[config.mk]
export PLATFORM = sky130hd
export DESIGN_NAME = lane_rst_seq
export DESIGN_NICKNAME = d
export VERILOG_FILES = /design/src/rtl/lrs_pkg.sv /design/src/rtl/lrs_lane_map.sv /design/src/rtl/lrs_lane_pick.sv /design/src/rtl/lrs_step_rom.sv /design/src/rtl/lrs_ctrl.sv /design/src/rtl/lane_rst_seq.sv
export SDC_FILE = /design/constraint.sdc
export NUM_CORES = 1
export LEC_CHECK = 0
export BUFFER_PORTS_ARGS = -buffer_cell sky130_fd_sc_hd__buf_2
export CAP_MARGIN = 40
export CORE_UTILIZATION = 50
export CTS_BUF_LIST = sky130_fd_sc_hd__clkbuf_8
export CTS_CLUSTER_DIAMETER = 60
export DETAILED_ROUTE_END_ITERATION = 7
export GPL_ROUTABILITY_DRIVEN = 0
export GPL_TIMING_DRIVEN = 0
export PLACE_DENSITY_LB_ADDON = 0.15
export SLEW_MARGIN = 20
export SYNTH_ARGS = -nofsm -noshare
export SYNTH_HDL_FRONTEND = slang
export SYNTH_SLANG_ARGS = --single-unit
[constraint.sdc]
create_clock -name clk -period 2.46 [get_ports clk]
set_input_delay 0.738 -clock clk [delete_from_list [all_inputs] [get_ports clk]]
set_output_delay 0.738 -clock clk [all_outputs]
set_load 0.1 [all_outputs]
[src/rtl/lrs_pkg.sv]
package lrs_pkg;
  localparam int FIELD_W = 4;
  localparam int DATA_W  = 4;
  localparam int STEP_W  = 4;

  localparam int STOP_STEPS  = 1;
  localparam int RESET_STEPS = 6;
  localparam int TUNE_STEPS  = 10;

  typedef enum logic [FIELD_W-1:0] {
    F_RUN     = 4'd0,
    F_RX_RST  = 4'd1,
    F_TX_RST  = 4'd2,
    F_PR_RST  = 4'd3,
    F_ANA_PD  = 4'd4,
    F_DIG_PD  = 4'd5,
    F_TX_PD   = 4'd6,
    F_IQ_SEL  = 4'd7,
    F_PH_STEP = 4'd8,
    F_INERTIA = 4'd9,
    F_EQ_SET  = 4'd10,
    F_GAIN_A  = 4'd11,
    F_GAIN_B  = 4'd12,
    F_GAIN_E  = 4'd13
  } field_e;

  typedef enum logic [2:0] {
    PH_IDLE,
    PH_STOP,
    PH_WAIT,
    PH_RESET,
    PH_TUNE
  } phase_e;

  typedef struct packed {
    field_e              field;
    logic [DATA_W-1:0]   data;
  } wr_cmd_t;
endpackage

[src/rtl/lrs_lane_map.sv]
module lrs_lane_map #(
  parameter int LANES = 24
) (
  input  logic [LANES-1:0] mask_i,
  output logic [LANES-1:0] en_o
);
  // lane n is selected by the mirrored mask bit
  for (genvar n = 0; n < LANES; n++) begin : g_rev
    assign en_o[n] = mask_i[LANES-1-n];
  end
endmodule

[src/rtl/lrs_lane_pick.sv]
module lrs_lane_pick #(
  parameter int LANES  = 24,
  parameter int LANE_W = $clog2(LANES),
  parameter int PTR_W  = $clog2(LANES + 1)
) (
  input  logic [LANES-1:0]  en_i,
  input  logic [PTR_W-1:0]  from_i,
  output logic              found_o,
  output logic [LANE_W-1:0] idx_o
);
  // lowest selected lane at or above the pointer
  always_comb begin
    found_o = 1'b0;
    idx_o   = '0;
    for (int i = LANES - 1; i >= 0; i--) begin
      if (en_i[i] && (PTR_W'(i) >= from_i)) begin
        found_o = 1'b1;
        idx_o   = LANE_W'(i);
      end
    end
  end
endmodule

[src/rtl/lrs_step_rom.sv]
module lrs_step_rom
  import lrs_pkg::*;
(
  input  phase_e             phase_i,
  input  logic [STEP_W-1:0]  step_i,
  output wr_cmd_t            cmd_o,
  output logic               last_o
);
  always_comb begin
    cmd_o  = '{field: F_RUN, data: 4'd0};
    last_o = 1'b1;
    unique case (phase_i)
      PH_STOP: begin
        cmd_o  = '{field: F_RUN, data: 4'd0};
        last_o = (step_i == STEP_W'(STOP_STEPS - 1));
      end
      PH_RESET: begin
        last_o = (step_i == STEP_W'(RESET_STEPS - 1));
        case (step_i)
          4'd0:    cmd_o = '{field: F_RX_RST, data: 4'd1};
          4'd1:    cmd_o = '{field: F_TX_RST, data: 4'd1};
          4'd2:    cmd_o = '{field: F_RX_RST, data: 4'd0};
          4'd3:    cmd_o = '{field: F_TX_RST, data: 4'd0};
          4'd4:    cmd_o = '{field: F_PR_RST, data: 4'd1};
          default: cmd_o = '{field: F_PR_RST, data: 4'd0};
        endcase
      end
      PH_TUNE: begin
        last_o = (step_i == STEP_W'(TUNE_STEPS - 1));
        case (step_i)
          4'd0:    cmd_o = '{field: F_ANA_PD,  data: 4'd0};
          4'd1:    cmd_o = '{field: F_DIG_PD,  data: 4'd0};
          4'd2:    cmd_o = '{field: F_IQ_SEL,  data: 4'd7};
          4'd3:    cmd_o = '{field: F_PH_STEP, data: 4'd12};
          4'd4:    cmd_o = '{field: F_TX_PD,   data: 4'd0};
          4'd5:    cmd_o = '{field: F_INERTIA, data: 4'd4};
          4'd6:    cmd_o = '{field: F_EQ_SET,  data: 4'd3};
          4'd7:    cmd_o = '{field: F_GAIN_A,  data: 4'd11};
          4'd8:    cmd_o = '{field: F_GAIN_B,  data: 4'd11};
          default: cmd_o = '{field: F_GAIN_E,  data: 4'd11};
        endcase
      end
      default: begin
        cmd_o  = '{field: F_RUN, data: 4'd0};
        last_o = 1'b1;
      end
    endcase
  end
endmodule

[src/rtl/lrs_ctrl.sv]
module lrs_ctrl
  import lrs_pkg::*;
#(
  parameter int LANES  = 24,
  parameter int LANE_W = $clog2(LANES),
  parameter int PTR_W  = $clog2(LANES + 1)
) (
  input  logic              clk,
  input  logic              rst_n,
  input  logic              start_i,
  input  logic [LANES-1:0]  mask_en_i,
  input  logic [LANES-1:0]  lane_busy_i,
  input  logic              pick_found_i,
  input  logic [LANE_W-1:0] pick_idx_i,
  input  logic              step_last_i,
  input  logic              wr_ready_i,
  output logic [LANES-1:0]  en_o,
  output logic [PTR_W-1:0]  ptr_o,
  output phase_e            phase_o,
  output logic [STEP_W-1:0] step_o,
  output logic              wr_valid_o,
  output logic              busy_o,
  output logic              done_o,
  output logic              io_valid_o
);
  phase_e            phase_q;
  logic [PTR_W-1:0]  ptr_q;
  logic [STEP_W-1:0] step_q;
  logic [LANES-1:0]  en_q;
  logic              done_q;
  logic              iov_q;
  logic              write_phase;
  logic              any_busy;

  assign write_phase = (phase_q == PH_STOP) || (phase_q == PH_RESET) || (phase_q == PH_TUNE);
  assign any_busy    = |(lane_busy_i & en_q);

  assign wr_valid_o = write_phase && pick_found_i;
  assign busy_o     = (phase_q != PH_IDLE);
  assign done_o     = done_q;
  assign io_valid_o = iov_q;
  assign en_o       = en_q;
  assign ptr_o      = ptr_q;
  assign phase_o    = phase_q;
  assign step_o     = step_q;

  always_ff @(posedge clk or negedge rst_n) begin
    if (!rst_n) begin
      phase_q <= PH_IDLE;
      ptr_q   <= '0;
      step_q  <= '0;
      en_q    <= '0;
      done_q  <= 1'b0;
      iov_q   <= 1'b0;
    end else begin
      unique case (phase_q)
        PH_IDLE: begin
          if (start_i) begin
            en_q    <= mask_en_i;
            phase_q <= PH_STOP;
            ptr_q   <= '0;
            step_q  <= '0;
            done_q  <= 1'b0;
            iov_q   <= 1'b0;
          end
        end
        PH_WAIT: begin
          if (!any_busy) begin
            phase_q <= PH_RESET;
            ptr_q   <= '0;
            step_q  <= '0;
          end
        end
        default: begin
          if (!pick_found_i) begin
            ptr_q  <= '0;
            step_q <= '0;
            case (phase_q)
              PH_STOP:  phase_q <= PH_WAIT;
              PH_RESET: phase_q <= PH_TUNE;
              default: begin
                phase_q <= PH_IDLE;
                done_q  <= 1'b1;
                iov_q   <= 1'b1;
              end
            endcase
          end else if (wr_ready_i) begin
            if (step_last_i) begin
              step_q <= '0;
              ptr_q  <= PTR_W'(pick_idx_i) + PTR_W'(1);
            end else begin
              step_q <= step_q + STEP_W'(1);
            end
          end
        end
      endcase
    end
  end

  AST_HOLD_WRITE: assert property (@(posedge clk) disable iff (!rst_n)
    wr_valid_o && !wr_ready_i |=> wr_valid_o && $stable(pick_idx_i) && $stable(step_q));
  AST_LANE_SELECTED: assert property (@(posedge clk) disable iff (!rst_n)
    wr_valid_o |-> en_q[pick_idx_i]);
  AST_WAIT_GATE: assert property (@(posedge clk) disable iff (!rst_n)
    (phase_q == PH_WAIT) && any_busy |=> (phase_q == PH_WAIT) && !wr_valid_o);
  AST_IOV_LOW_BUSY: assert property (@(posedge clk) disable iff (!rst_n)
    busy_o |-> !io_valid_o);
  AST_DONE_IDLE: assert property (@(posedge clk) disable iff (!rst_n)
    done_o |-> !busy_o);
  AST_MASK_HELD: assert property (@(posedge clk) disable iff (!rst_n)
    busy_o && $past(busy_o) |-> $stable(en_q));
endmodule

[src/rtl/lane_rst_seq.sv]
module lane_rst_seq
  import lrs_pkg::*;
#(
  parameter int LANES  = 24,
  parameter int LANE_W = $clog2(LANES)
) (
  input  logic              clk,
  input  logic              rst_n,
  input  logic              start_i,
  input  logic [LANES-1:0]  lane_mask_i,
  input  logic [LANES-1:0]  lane_busy_i,
  output logic              wr_valid_o,
  input  logic              wr_ready_i,
  output logic [LANE_W-1:0] wr_lane_o,
  output logic [FIELD_W-1:0] wr_field_o,
  output logic [DATA_W-1:0] wr_data_o,
  output logic              io_valid_o,
  output logic              busy_o,
  output logic              done_o
);
  localparam int PTR_W = $clog2(LANES + 1);

  logic [LANES-1:0]  mask_en;
  logic [LANES-1:0]  en_q;
  logic [PTR_W-1:0]  ptr_q;
  logic              pick_found;
  logic [LANE_W-1:0] pick_idx;
  phase_e            phase;
  logic [STEP_W-1:0] step;
  wr_cmd_t           cmd;
  logic              step_last;

  lrs_lane_map #(.LANES(LANES)) u_map (
    .mask_i (lane_mask_i),
    .en_o   (mask_en)
  );

  lrs_lane_pick #(.LANES(LANES), .LANE_W(LANE_W), .PTR_W(PTR_W)) u_pick (
    .en_i    (en_q),
    .from_i  (ptr_q),
    .found_o (pick_found),
    .idx_o   (pick_idx)
  );

  lrs_step_rom u_rom (
    .phase_i (phase),
    .step_i  (step),
    .cmd_o   (cmd),
    .last_o  (step_last)
  );

  lrs_ctrl #(.LANES(LANES), .LANE_W(LANE_W), .PTR_W(PTR_W)) u_ctrl (
    .clk          (clk),
    .rst_n        (rst_n),
    .start_i      (start_i),
    .mask_en_i    (mask_en),
    .lane_busy_i  (lane_busy_i),
    .pick_found_i (pick_found),
    .pick_idx_i   (pick_idx),
    .step_last_i  (step_last),
    .wr_ready_i   (wr_ready_i),
    .en_o         (en_q),
    .ptr_o        (ptr_q),
    .phase_o      (phase),
    .step_o       (step),
    .wr_valid_o   (wr_valid_o),
    .busy_o       (busy_o),
    .done_o       (done_o),
    .io_valid_o   (io_valid_o)
  );

  assign wr_lane_o  = pick_idx;
  assign wr_field_o = cmd.field;
  assign wr_data_o  = cmd.data;
endmodule

# Yosys cells after proc, flatten, opt, wreduce, memory -nomap -nowiden
# Memories as Yosys holds them, arrays and structs flattened.
# Cells that the tools add are included.
# totals
romBits,128
output_inout_bits,17
memories,1
ff_bits,37
# mem_list
name,depth,width,read_ports,rd_clocked_by_memory_dff,wr,line_no,rtl
(name not given),16,8,1,0,0,lrs_step_rom.sv:30,case (step_i)
# classes
eq_ne,17
magnitude_cmp,24
reduce_logical,37
addsub,2
n_bitwise,2
n_mux,72
# ops
cell,count
$mux 5,29
$ge 4x5->1 const A,8
$ge 5x5->1 const A,8
$pmux 6 s5,1
$mux 1,27
$logic_and 1x1->1,25
$and 24x24->24,1
$reduce_or 24->1,1
$ge 3x5->1 const A,4
$mux 4,5
$pmux 8 s2,1
$pmux 3 s2,2
$ge 1x5->1 const A,2
$ge 2x5->1 const A,2
$pmux 5 s2,1
$mux 3,3
$eq 4x2->1 const B,2
$eq 4x3->1 const B,2
$ne 4x4->1 const B,2
$pmux 4 s2,1
$reduce_and 4->1,2
$eq 3x2->1 const B,2
$ne 2x2->1 const B,3
$reduce_and 3->1,2
other kinds (17),18

# Depth between registers and ports, before layout
# Gate-level depths: netlist of run 1.
# logic_depth
depth_word,31
ltp_mapped,12
depth_no_buf,9

# Cells and area by module
# Synthesis of run 1 repeated with hierarchy kept, for this count alone.
# unflattened
hier_cells,340
area_unflattened_um2,3115.5
# modules_own_cells
module,instances,cells_each,area_per_inst_um2,seq_area_each_um2
lrs_ctrl,1,142,1757.9,925.9
lrs_lane_pick,1,126,858.3,0.0
lrs_step_rom,1,48,319.1,0.0
lrs_lane_map,1,24,180.2,0.0

# Least setup slack after synthesis of run 1
# OpenSTA, ideal clock, no wires.
# synth_path
path_type,register to output
startpoint,"register u_ctrl.phase_q[2], in the netlist u_ctrl.phase_o[2]"
endpoint,output wr_field_o[1]
n_path_buf,2
path_slack_ps,-1642
path_stages_with_launch,5
arrival_time_ps,3364
required_ps,1722
cell_sequence,dfrtp_1 -> clkbuf_2 -> or3b_1 -> clkbuf_1 -> o32ai_1
# synth_between
elab_chain_len,2
# synth_lines
element,line_no,rtl
from (decl),lrs_ctrl.sv:26,phase_e phase_q;
from (signal assigned),lrs_ctrl.sv:49,phase_q <= PH_IDLE;
from (signal assigned),lrs_ctrl.sv:60,phase_q <= PH_STOP;
from (signal assigned),lrs_ctrl.sv:69,phase_q <= PH_RESET;
$eq 3x3->1 or $eq 3x2->1 (tied branches),lrs_step_rom.sv:12,unique case (phase_i)
$pmux 8 s2 *,lrs_step_rom.sv:12,
to (decl),lane_rst_seq.sv:15,"output logic [FIELD_W-1:0] wr_field_o,"
# Mark *: on every way between the ends. The rest lies on a longest branch, timed or not.

# Final worst setup path of run 1
# layout_path
startpoint,"register u_ctrl.ptr_q[2], in the netlist u_ctrl.ptr_o[2]"
endpoint,output wr_valid_o
# layout_between
elab_chain_len,27
# layout_lines
element,line_no,rtl
from (decl),lrs_ctrl.sv:27,logic [PTR_W-1:0] ptr_q;
from (signal assigned),lrs_ctrl.sv:90,ptr_q <= PTR_W'(pick_idx_i) + PTR_W'(1);
$ge 5x5->1,lrs_lane_pick.sv:16,if (en_i[i] && (PTR_W'(i) >= from_i)) begin
$logic_and 1x1->1,lrs_lane_pick.sv:16,
$mux 1 (23 in a row),lrs_lane_pick.sv:16,
$mux 1 *,lrs_lane_pick.sv:16,
$logic_and 1x1->1 *,lrs_ctrl.sv:38,assign wr_valid_o = write_phase && pick_found_i;
to (decl),lane_rst_seq.sv:12,"output logic wr_valid_o,"
# Marks and branches as above.

==> results_dict.tcl, run 1 <==
set metrics [dict create \
    violations "setup timing" \
    synth_seq_cells 37 \
    critPathKind "reg -> out" \
    cts_inserted_buffers 5 \
    met2_length_um 5860 \
    required_ns 1.72 \
    first_iter_violations 567 \
    clkLatencyLatePin_ns 0.31 \
    cp_max_fo 7 \
    synthAdderAreaFrac 0.0438 \
    dieArea_um2 6020 \
    final_core_util 0.869 \
    avgSynthCellArea_um2 8.95 \
    n_fill_cell 258 \
    via_per_inst 6.88 \
    drt_drc_violations_left 0 \
    io_buffers 68 \
    start_kind "flip-flop" \
    grt_usage 0.370 \
    end_kind "primary output" \
    finalHoldViolations 0 \
    r2r_slack_ns -0.18 \
    cts_tree "yes" \
    syn-cell-area_um2 2860 \
    first_pass_iters 5 \
    yosys.cell_types.count 67 \
    synth_edf_count 0 \
    grt_max_degree 30 \
    setup_viol 21 \
    power_density_nw_per_um2 1010 \
    skew_ns 0.0182 \
    routed_wl_um 12900 \
    wl_met1_um 4750 \
    path_buf_inv 3 \
    fp.dieW_um 77.6 \
    synth_flop_cell "dfrtp_1" \
    rsz0062_at_grt "true" \
    clkSinkCount 37 \
    status "finished, violations left" \
    grt_pass1_vias 3230 \
    r2r_cells 13 \
    slowest_stage "dfrtp_2" \
    pre_cts_slack_ns -0.612 \
    synth_fp_nets 381 \
    hold_slack_ns 0.285 \
    relSlewSlack 0.587 \
    core-area_um2 5510 \
    placed_area_um2 3580 \
    htree_levels 2 \
    r2r-start "u_ctrl.ptr_o[1]$_DFFE_PN0P_" \
    synthArstFlopShare 1.00 \
    worstPathArrival_ns 2.29 \
    muxShareOfSynthArea 0.0925 \
    root_buffer "clkbuf_8" \
    synth-warning-count 0 \
    wl_met3_um 1390 \
    ant_nets 0 \
    highest_layer "met4" \
    layout_setup_ws_ns -0.572 \
    die_height_um 77.6 \
    total_leakage_power_nw 2.03 \
    synth-simple-area-share 0.194 \
    area.growth.synth_to_final_pct 67.6 \
    antenna_found_initial 0 \
    r2r_end "u_ctrl.ptr_o[4]$_DFFE_PN0P_" \
    synth-xor-area-share 0.00307 \
    synth_top_family_by_area "compound AO/OA/AOI/OAI gates" \
    design_area_um2 4790 \
    fin_crit_sh 1.23 \
    grt_pass1_wl_um 16900 \
    critical_path.most_common_cell "a22oi_2" \
    tns_ns -4.62 \
    instances_no_fill 518 \
    path_delay_family "compound AO/OA/AOI/OAI gates" \
    num_rows 27 \
    synth_compound_area_frac 0.278 \
    max_cap_viol_count 0 \
    nNetsFinal 507 \
    synthCells 319 \
    cp_cell_sequence "buf_6 > buf_4 > nand2_1 > a22oi_2 > o21a_1 > nor3b_4 > a22oi_2 > buf_12" \
    routed-via-count 3563 \
    grt-ovfl-total 0 \
    multiInputGateArea_um2 2360 \
    cts_max_path_buffers 2 \
    max_freq_mhz 330 \
    ys_seq_area_frac 0.324 \
    worst_slew_pin_slew_ns 0.615 \
    slowest_delay_ns 0.42 \
    dp.cells 460 \
    routedWlPerCell_um 24.9 \
    drive_gt1_frac 0.576 \
    dp_hpwl_um 6640 \
    p_total_mw 4.86 \
    ios 69 \
    clk_pin_slew_ns 0.10 \
    min_path_type "in -> async" \
    period_needed_ns 3.03 \
    register_area_um2 933 \
    n_antenna_cell 0 \
    initial_core_util 0.519 \
    irDropWorstVdd_v 0.000889 \
    slew_viol_final 0 \
]
cell type report:
cell class	instances	share of cell area
Tap cell	72	0.0188
Clock inverter	3	0.00523
Clock buffer	5	0.0144
Inverter	17	0.0175
Buffer	18	0.0468
Sequential cell	37	0.195
Multi-Input combinational cell	247	0.494
Timing Repair Buffer	119	0.208
sequential cells by signal, summed over array words and instances (netlist names):
signal,cells
u_ctrl.phase_o,3
u_ctrl.done_o,1
u_ctrl.en_o,24
u_ctrl.ptr_o,5
u_ctrl.step_o,4
power by group:
| group | internal, mW | switching (mW) |
|---|---|---|
| combinational | 1.53 | 2.01 |
| clock | 0.205 | 0.267 |
| sequential | 0.699 | 0.137 |
layout by cell type, fill, tap and decap left out, types with 4 or more instances in the layout:
| cell | n |
|---|---|
| nand2_1 | 23 |
| buf_6 | 11 |
| o21ai_2 | 5 |
| nor2_1 | 11 |
| a22oi_1 | 5 |
| buf_12 | 21 |
| o21ai_1 | 6 |
| mux2_2 | 18 |
| o21ai_0 | 16 |
| dfrtp_2 | 6 |
| clkbuf_8 | 6 |
| nand3_2 | 4 |
| inv_1 | 11 |
| a21oi_1 | 7 |
| o31ai_1 | 4 |
| nand3_1 | 5 |
| nand2b_1 | 7 |
| a21oi_4 | 4 |
| mux2i_1 | 5 |
| nor2_4 | 6 |
| dfrtp_1 | 31 |
| buf_2 | 55 |
| a221oi_1 | 4 |
| buf_4 | 42 |
| ha_4 | 7 |
| nor2b_1 | 4 |
| o22ai_1 | 4 |
Yosys cell counts (3+ instances only):
cell type	n	area [µm²]
mux2_2	19	214
a21boi_0	4	30.0
o21ai_1	6	30.0
nand3_1	9	45.0
a22oi_1	7	52.6
or2_2	3	18.8
o22ai_1	7	43.8
dfrtp_1	37	926
nand2b_1	7	43.8
a221o_1	3	30.0
inv_1	17	63.8
a21boi_1	3	22.5
nor3_1	7	35.0
nand3b_1	3	22.5
nand2_1	25	93.8
buf_6	4	45.0
buf_2	5	25.0
ha_1	10	125
a221oi_1	4	35.0
mux2i_1	5	50.1
clkbuf_1	6	22.5
o21a_1	3	22.5
nor2_1	20	75.1
a21oi_1	13	65.1
o31ai_1	7	52.6
nor2b_1	6	37.5
o211ai_1	3	22.5
o21ai_0	22	110
a211oi_1	3	22.5
a22o_1	4	35.0
buf_4	3	22.5
layer usage:
metal,up-vias,track usage
li1,1458,-
met1,1695,0.504
met2,315,0.581
met3,95,0.0659
met4,0,0.143
met5,-,0
how the worst max path moves through the flow:
| stage | cells after the start | from | slack [ns] | endpoint |
|---|---|---|---|---|
| after floorplan | 7 | u_ctrl.ptr_o[2]$_DFFE_PN0P_ | -0.34 | wr_valid_o |
| after global placement | 6 | u_ctrl.ptr_o[1]$_DFFE_PN0P_ | -0.59 | wr_lane_o[4] |
| after detailed placement | 6 | u_ctrl.ptr_o[1]$_DFFE_PN0P_ | -0.61 | wr_lane_o[4] |
| after CTS | 9 | u_ctrl.ptr_o[2]$_DFFE_PN0P_ | -0.54 | wr_lane_o[0] |
| after global routing | 8 | u_ctrl.ptr_o[2]$_DFFE_PN0P_ | -0.61 | wr_valid_o |
| final | 8 | u_ctrl.ptr_o[2]$_DFFE_PN0P_ | -0.57 | wr_valid_o |
kinds of logic after synthesis:
| group | after synthesis |
|---|---|
| AOI/OAI and AO/OA | 113 |
| and+or+nand+nor | 98 |
| DFF | 37 |
| buffers and inverters | 36 |
| muxes | 24 |
| adders and majority gates | 10 |
| xor gates and xnor gates | 1 |
repair_timing:
item                                    CTS  global route
pin swaps                                26            27
buffers inserted                         27            20
cloned                                    2             2
hold buffers                              0             0
endpoints found under the setup margin   20            22
gates resized for setup                 113            58
(Power assumes the default switching activity.)
==> run 2: changes to the inputs <==
--- a/config.mk
+++ b/config.mk
@@ -14,6 +14,7 @@
 export GPL_ROUTABILITY_DRIVEN = 0
 export GPL_TIMING_DRIVEN = 0
 export PLACE_DENSITY_LB_ADDON = 0.15
+export RECOVER_POWER = 25
 export SLEW_MARGIN = 20
 export SYNTH_ARGS = -nofsm -noshare
 export SYNTH_HDL_FRONTEND = slang
==> run 2 against run 1 <==
Net effect: the run still ends with setup timing left; hold slack better by 0.091 ns; worst setup slack improved by 0.00080 ns; clock-buffer cell count unchanged; global-route usage did not move.
==> results_dict.tcl, run 2 (synthesis gave the netlist of run 1 again) <==
set metrics [dict create \
    start_kind "flip-flop" \
    io_buffers 68 \
    cell_internal_pwr_mw 2.44 \
    rsz0062_at_grt "true" \
    wl_met1_um 4680 \
    design_area_um2 4780 \
    path_buf_inv 3 \
    ant_nets 0 \
    highest_layer "met4" \
    dp_hpwl_um 6640 \
    combPwrFrac 0.731 \
    grt-ovfl-total 0 \
    cts_inserted_buffers 5 \
    dieArea_um2 6020 \
    required_ns 1.72 \
    total_leakage_power_nw 2.03 \
    layout_setup_ws_ns -0.571 \
    critPathKind "reg -> out" \
    layout_common_cells "54 x buf_2, 42 x buf_4, 31 x dfrtp_1" \
    drt_drc_violations_left 0 \
    num_rows 27 \
    cp_cell_sequence "buf_6 > buf_4 > nand2_1 > a22oi_2 > o21a_1 > nor3b_4 > a22oi_2 > buf_12" \
    core-area_um2 5510 \
    relSlewSlack 0.103 \
    met2_length_um 5850 \
    worstPathArrival_ns 2.29 \
    clk_pin_slew_ns 0.10 \
    slew_viol_final 0 \
    routedWlPerCell_um 24.9 \
    cts_max_path_buffers 2 \
    cts_tree "yes" \
    fp.dieW_um 77.6 \
    ios 69 \
    n_antenna_cell 0 \
    via_per_inst 6.91 \
    r2r_cells 13 \
    path_delay_family "compound AO/OA/AOI/OAI gates" \
    root_buffer "clkbuf_8" \
    cp_max_fo 7 \
    grt_max_degree 30 \
    final_common_cell "buf_2" \
    end_kind "primary output" \
    first_pass_iters 6 \
    first_iter_violations 567 \
    power_density_nw_per_um2 1020 \
    seq_power_share 0.172 \
    status "finished, violations left" \
    min_path_type "in -> async" \
    routed_wl_um 12900 \
    nNetsFinal 507 \
    setup_viol 21 \
    htree_levels 2 \
    p_sw_mw 2.41 \
    wl_met3_um 1440 \
    critical_path.most_common_cell "a22oi_2" \
    pre_cts_slack_ns -0.612 \
    power_frac_clock 0.097 \
    skew_ns 0.0168 \
    initial_core_util 0.519 \
    die_height_um 77.6 \
    n_fill_cell 261 \
    antenna_found_initial 0 \
    worst_slew_pin_slew_ns 1.34 \
    irDropWorstVdd_v 0.000889 \
    grt_pass1_wl_um 16900 \
    slowest_stage "dfrtp_2" \
    placed_area_um2 3580 \
    slowest_delay_ns 0.42 \
    largest_reg_flops 24 \
    finalHoldViolations 0 \
    holdBufCountCts 0 \
    period_needed_ns 3.03 \
    clkLatencyLatePin_ns 0.31 \
    path_depth 8 \
    fin_crit_sh 1.23 \
    clkSinkCount 37 \
    violations "setup timing" \
    drive_gt1_frac 0.572 \
    max_cap_viol_count 0 \
    grt_usage 0.370 \
    max_freq_mhz 330 \
    routed-via-count 3577 \
    grt_pass1_vias 3230 \
    area.growth.synth_to_final_pct 67.3 \
    switching_share 0.498 \
]
-- run 2: cell count changes in the layout (fill, tap and decap cells not counted) --
cell | before | now
dlymetal6s2s_1 | 0 | 1
buf_2 | 55 | 54
buf_12 | 21 | 20
clkbuf_1 | 3 | 4
-- run 2: path summary, 6_finish.rpt --
check                                            startpoint                      endpoint  slack (ns)
worst max-delay path            u_ctrl.ptr_o[2]$_DFFE_PN0P_                    wr_valid_o       -0.57
worst min-delay path                                  rst_n   u_ctrl.ptr_o[3]$_DFFE_PN0P_        0.38
worst max register to register  u_ctrl.ptr_o[1]$_DFFE_PN0P_   u_ctrl.ptr_o[4]$_DFFE_PN0P_       -0.18
worst min register to register  u_ctrl.en_o[16]$_DFFE_PN0P_   u_ctrl.en_o[16]$_DFFE_PN0P_        0.62
max in group asynchronous                             rst_n  u_ctrl.step_o[1]$_DFFE_PN0P_        0.30
min in group clk                u_ctrl.en_o[16]$_DFFE_PN0P_   u_ctrl.en_o[16]$_DFFE_PN0P_        0.62
-- run 2: metal layers --
metal	global-route usage	vias up
met4	0.143	0
li1	-	1460
met1	0.504	1690
met5	0	-
met3	0.0659	103
met2	0.581	324
-- run 2: final cells by class --
class,instances,area (µm²),share of cell area
Clock inverter,3,25.0,0.00524
Clock buffer,5,68.8,0.0144
Sequential cell,37,933,0.195
Tap cell,72,90.1,0.0189
Timing Repair Buffer,119,987,0.207
Inverter,17,83.8,0.0175
Buffer,18,224,0.0469
Multi-Input combinational cell,247,2360,0.495
-- run 2: timing repair --
action,in CTS,in global routing
gates cloned,2,2
pin swaps,26,27
buffers inserted,27,20
endpoints found under the setup margin,20,22
gates resized for setup,113,58
-- run 2: stage by stage --
stage / hold WS, ns / cells / utilization / power (mW) / setup TNS (ns)
detailed placement: 0.553 / 460 / 0.651 / 2.88 / -3.94
global placement: 0.545 / 459 / 0.647 / 2.84 / -3.59
finish: 0.377 / 518 / 0.868 / 4.85 / -4.62
floorplan: 0.442 / 319 / - / 2.49 / -2.16
global route: 0.404 / 518 / 0.868 / 5.02 / -5.55
CTS: 0.290 / 496 / 0.789 / 4.16 / -2.53
-- run 2: power by group through the flow --
stage          Clock, mW  Sequential (mW)  Combinational [mW]
6_report           0.470            0.836                3.54
5_1_grt            0.499            0.840                3.69
4_1_cts            0.472            0.815                2.87
3_5_place_dp           0            0.824                2.06
3_3_place_gp           0            0.817                2.02
2_1_floorplan          0            0.802                1.68
==> run 3: changes to the inputs <==
--- a/config.mk
+++ b/config.mk
@@ -14,8 +14,9 @@
 export GPL_ROUTABILITY_DRIVEN = 0
 export GPL_TIMING_DRIVEN = 0
 export PLACE_DENSITY_LB_ADDON = 0.15
-export RECOVER_POWER = 25
+export RECOVER_POWER = 100
 export SLEW_MARGIN = 20
 export SYNTH_ARGS = -nofsm -noshare
 export SYNTH_HDL_FRONTEND = slang
 export SYNTH_SLANG_ARGS = --single-unit
+export TNS_END_PERCENT = 30
==> run 3 against run 2 <==
Net effect: the flow still finishes with violations (setup timing); register-to-register slack worse by 0.07 ns; worst setup slack got worse by 0.029 ns; sequential power about the same; final cell count is 1.9% lower; hold slack improved by 0.012 ns; global-route usage is 3.3 points lower; combinational power is 17% lower; cell area down 7.3%; die area is the same; sequential share of layout area grew 1.6 points; critical endpoint is now wr_lane_o[0]; largest power group unchanged; highest routed layer unchanged.
==> results_dict.tcl, run 3 (synthesis gave the netlist of run 1 again) <==
set metrics [dict create \
    start_kind "flip-flop" \
    routedWlPerCell_um 20.5 \
    die_height_um 77.6 \
    largest_reg_flops 24 \
    path_buf_inv 4 \
    end_kind "primary output" \
    n_antenna_cell 0 \
    placed_area_um2 3510 \
    total_leakage_power_nw 1.95 \
    combPwrFrac 0.698 \
    fin_crit_sh 1.24 \
    power_density_nw_per_um2 956 \
    power_frac_clock 0.105 \
    antenna_found_initial 0 \
    finalHoldViolations 0 \
    clk_pin_slew_ns 0.08 \
    nNetsFinal 497 \
    htree_levels 2 \
    worstPathArrival_ns 2.32 \
    grt_pass1_vias 3299 \
    max_cap_viol_count 0 \
    period_needed_ns 3.06 \
    io_buffers 68 \
    cts_tree "yes" \
    skew_ns 0.0123 \
    layout_common_cells "51 x buf_2, 37 x buf_4, 30 x dfrtp_1" \
    routed-via-count 3328 \
    final_core_util 0.804 \
    layout_setup_ws_ns -0.600 \
    design_area_um2 4430 \
    initial_core_util 0.519 \
    final_common_cell "buf_2" \
    core-area_um2 5510 \
    ios 69 \
    holdBufCountCts 0 \
    dp_hpwl_um 6600 \
    grt_pass1_wl_um 15800 \
    cp_cell_sequence "buf_6 > buf_8 > a21o_1 > a21boi_1 > o21ai_1 > a211o_1 > a22o_1 > clkinvlp_4 > buf_12" \
    irDropWorstVdd_v 0.000817 \
    first_pass_iters 5 \
    cts_inserted_buffers 5 \
    grt_max_degree 30 \
    cp_max_fo 7 \
    fp.dieW_um 77.6 \
    slowest_stage "dfrtp_2" \
    required_ns 1.72 \
    clkLatencyLatePin_ns 0.30 \
    grt-ovfl-total 0 \
    cts_max_path_buffers 2 \
    critPathKind "reg -> out" \
    drt_drc_violations_left 0 \
    setup_viol 18 \
    drive_gt1_frac 0.532 \
    grt_usage 0.337 \
    cell_internal_pwr_mw 2.15 \
    min_path_type "in -> async" \
    num_rows 27 \
    hold_slack_ns 0.388 \
    clkSinkCount 37 \
    via_per_inst 6.55 \
    dieArea_um2 6020 \
    ant_nets 0 \
    routed_wl_um 10400 \
    slowest_delay_ns 0.45 \
    switching_share 0.491 \
    p_sw_mw 2.08 \
    path_delay_family "compound AO/OA/AOI/OAI gates" \
    area.growth.synth_to_final_pct 55.0 \
    root_buffer "clkbuf_8" \
    violations "setup timing" \
    relSlewSlack 0.141 \
    slew_viol_final 0 \
    worst_slew_pin_slew_ns 1.29 \
    max_freq_mhz 327 \
    status "finished, violations left" \
    rsz0062_at_grt "true" \
    seq_power_share 0.197 \
    first_iter_violations 452 \
]
## run 3: cell count changes in the layout (fill, tap and decap cells not counted), sizes merged
cell / delta
buf: -12
clkbuf: +3
inv: +3
clkinv: -2
clkinvlp: -1
or3b: -1
## run 3: final cells by class
| class | instances | area (µm²) |
|---|---|---|
| clock buffers | 5 | 68.8 |
| flip-flops and latches | 37 | 935 |
| clock inverters | 3 | 21.3 |
| fillers | 320 | 1080 |
| repair buffers | 109 | 875 |
| inverters | 17 | 72.6 |
| multi-input cells | 246 | 2140 |
| plain buffers | 19 | 224 |
| well taps | 72 | 90.1 |
## run 3: final timing paths
path / startpoint / end / slack, ns / depth (start not counted)
hold / removal: rst_n / u_ctrl.ptr_o[4]$_DFFE_PN0P_ / 0.39 / 1
hold reg to reg: u_ctrl.en_o[14]$_DFFE_PN0P_ / u_ctrl.en_o[14]$_DFFE_PN0P_ / 0.57 / 1
max in group asynchronous: rst_n / u_ctrl.step_o[0]$_DFFE_PN0P_ / 0.37 / 2
min in group clk: u_ctrl.en_o[14]$_DFFE_PN0P_ / u_ctrl.en_o[14]$_DFFE_PN0P_ / 0.57 / 1
setup / recovery: u_ctrl.ptr_o[3]$_DFFE_PN0P_ / wr_lane_o[0] / -0.60 / 9
setup reg to reg: u_ctrl.ptr_o[1]$_DFFE_PN0P_ / u_ctrl.ptr_o[4]$_DFFE_PN0P_ / -0.25 / 13
## run 3: per-stage QoR
step / total power [mW] / cells / setup WS [ns] / setup TNS, ns
after floorplan: 2.41 / 319 / -0.341 / -3.02
after global placement: 2.77 / 459 / -0.601 / -3.46
after detailed placement: 2.81 / 460 / -0.597 / -3.89
after CTS: 3.80 / 493 / -0.504 / -3.08
after global routing: 4.41 / 508 / -0.651 / -5.53
final: 4.23 / 508 / -0.600 / -4.29
## run 3: power groups by stage
stage / clock network (mW) / registers [mW] / logic (mW)
after floorplan: 0 / 0.802 / 1.61
after global placement: 0 / 0.817 / 1.95
after detailed placement: 0 / 0.821 / 1.99
after CTS: 0.446 / 0.818 / 2.54
after global routing: 0.473 / 0.844 / 3.10
final: 0.445 / 0.834 / 2.95
## run 3: routing by layer
| metal | vias to the layer above | global-route usage | wire length (µm) |
|---|---|---|---|
| met4 | 0 | 0.164 | 471 |
| met1 | 1602 | 0.436 | 4120 |
| met5 | - | 0 | 0 |
| met2 | 228 | 0.534 | 4880 |
| met3 | 61 | 0.0729 | 974 |
| li1 | 1437 | - | - |
## run 3: what timing repair did
item,4_1_cts,5_1_grt
pin swaps,20,23
setup endpoints to repair,21,23
gates cloned,2,0
buffers inserted,23,15
resized for setup,106,40
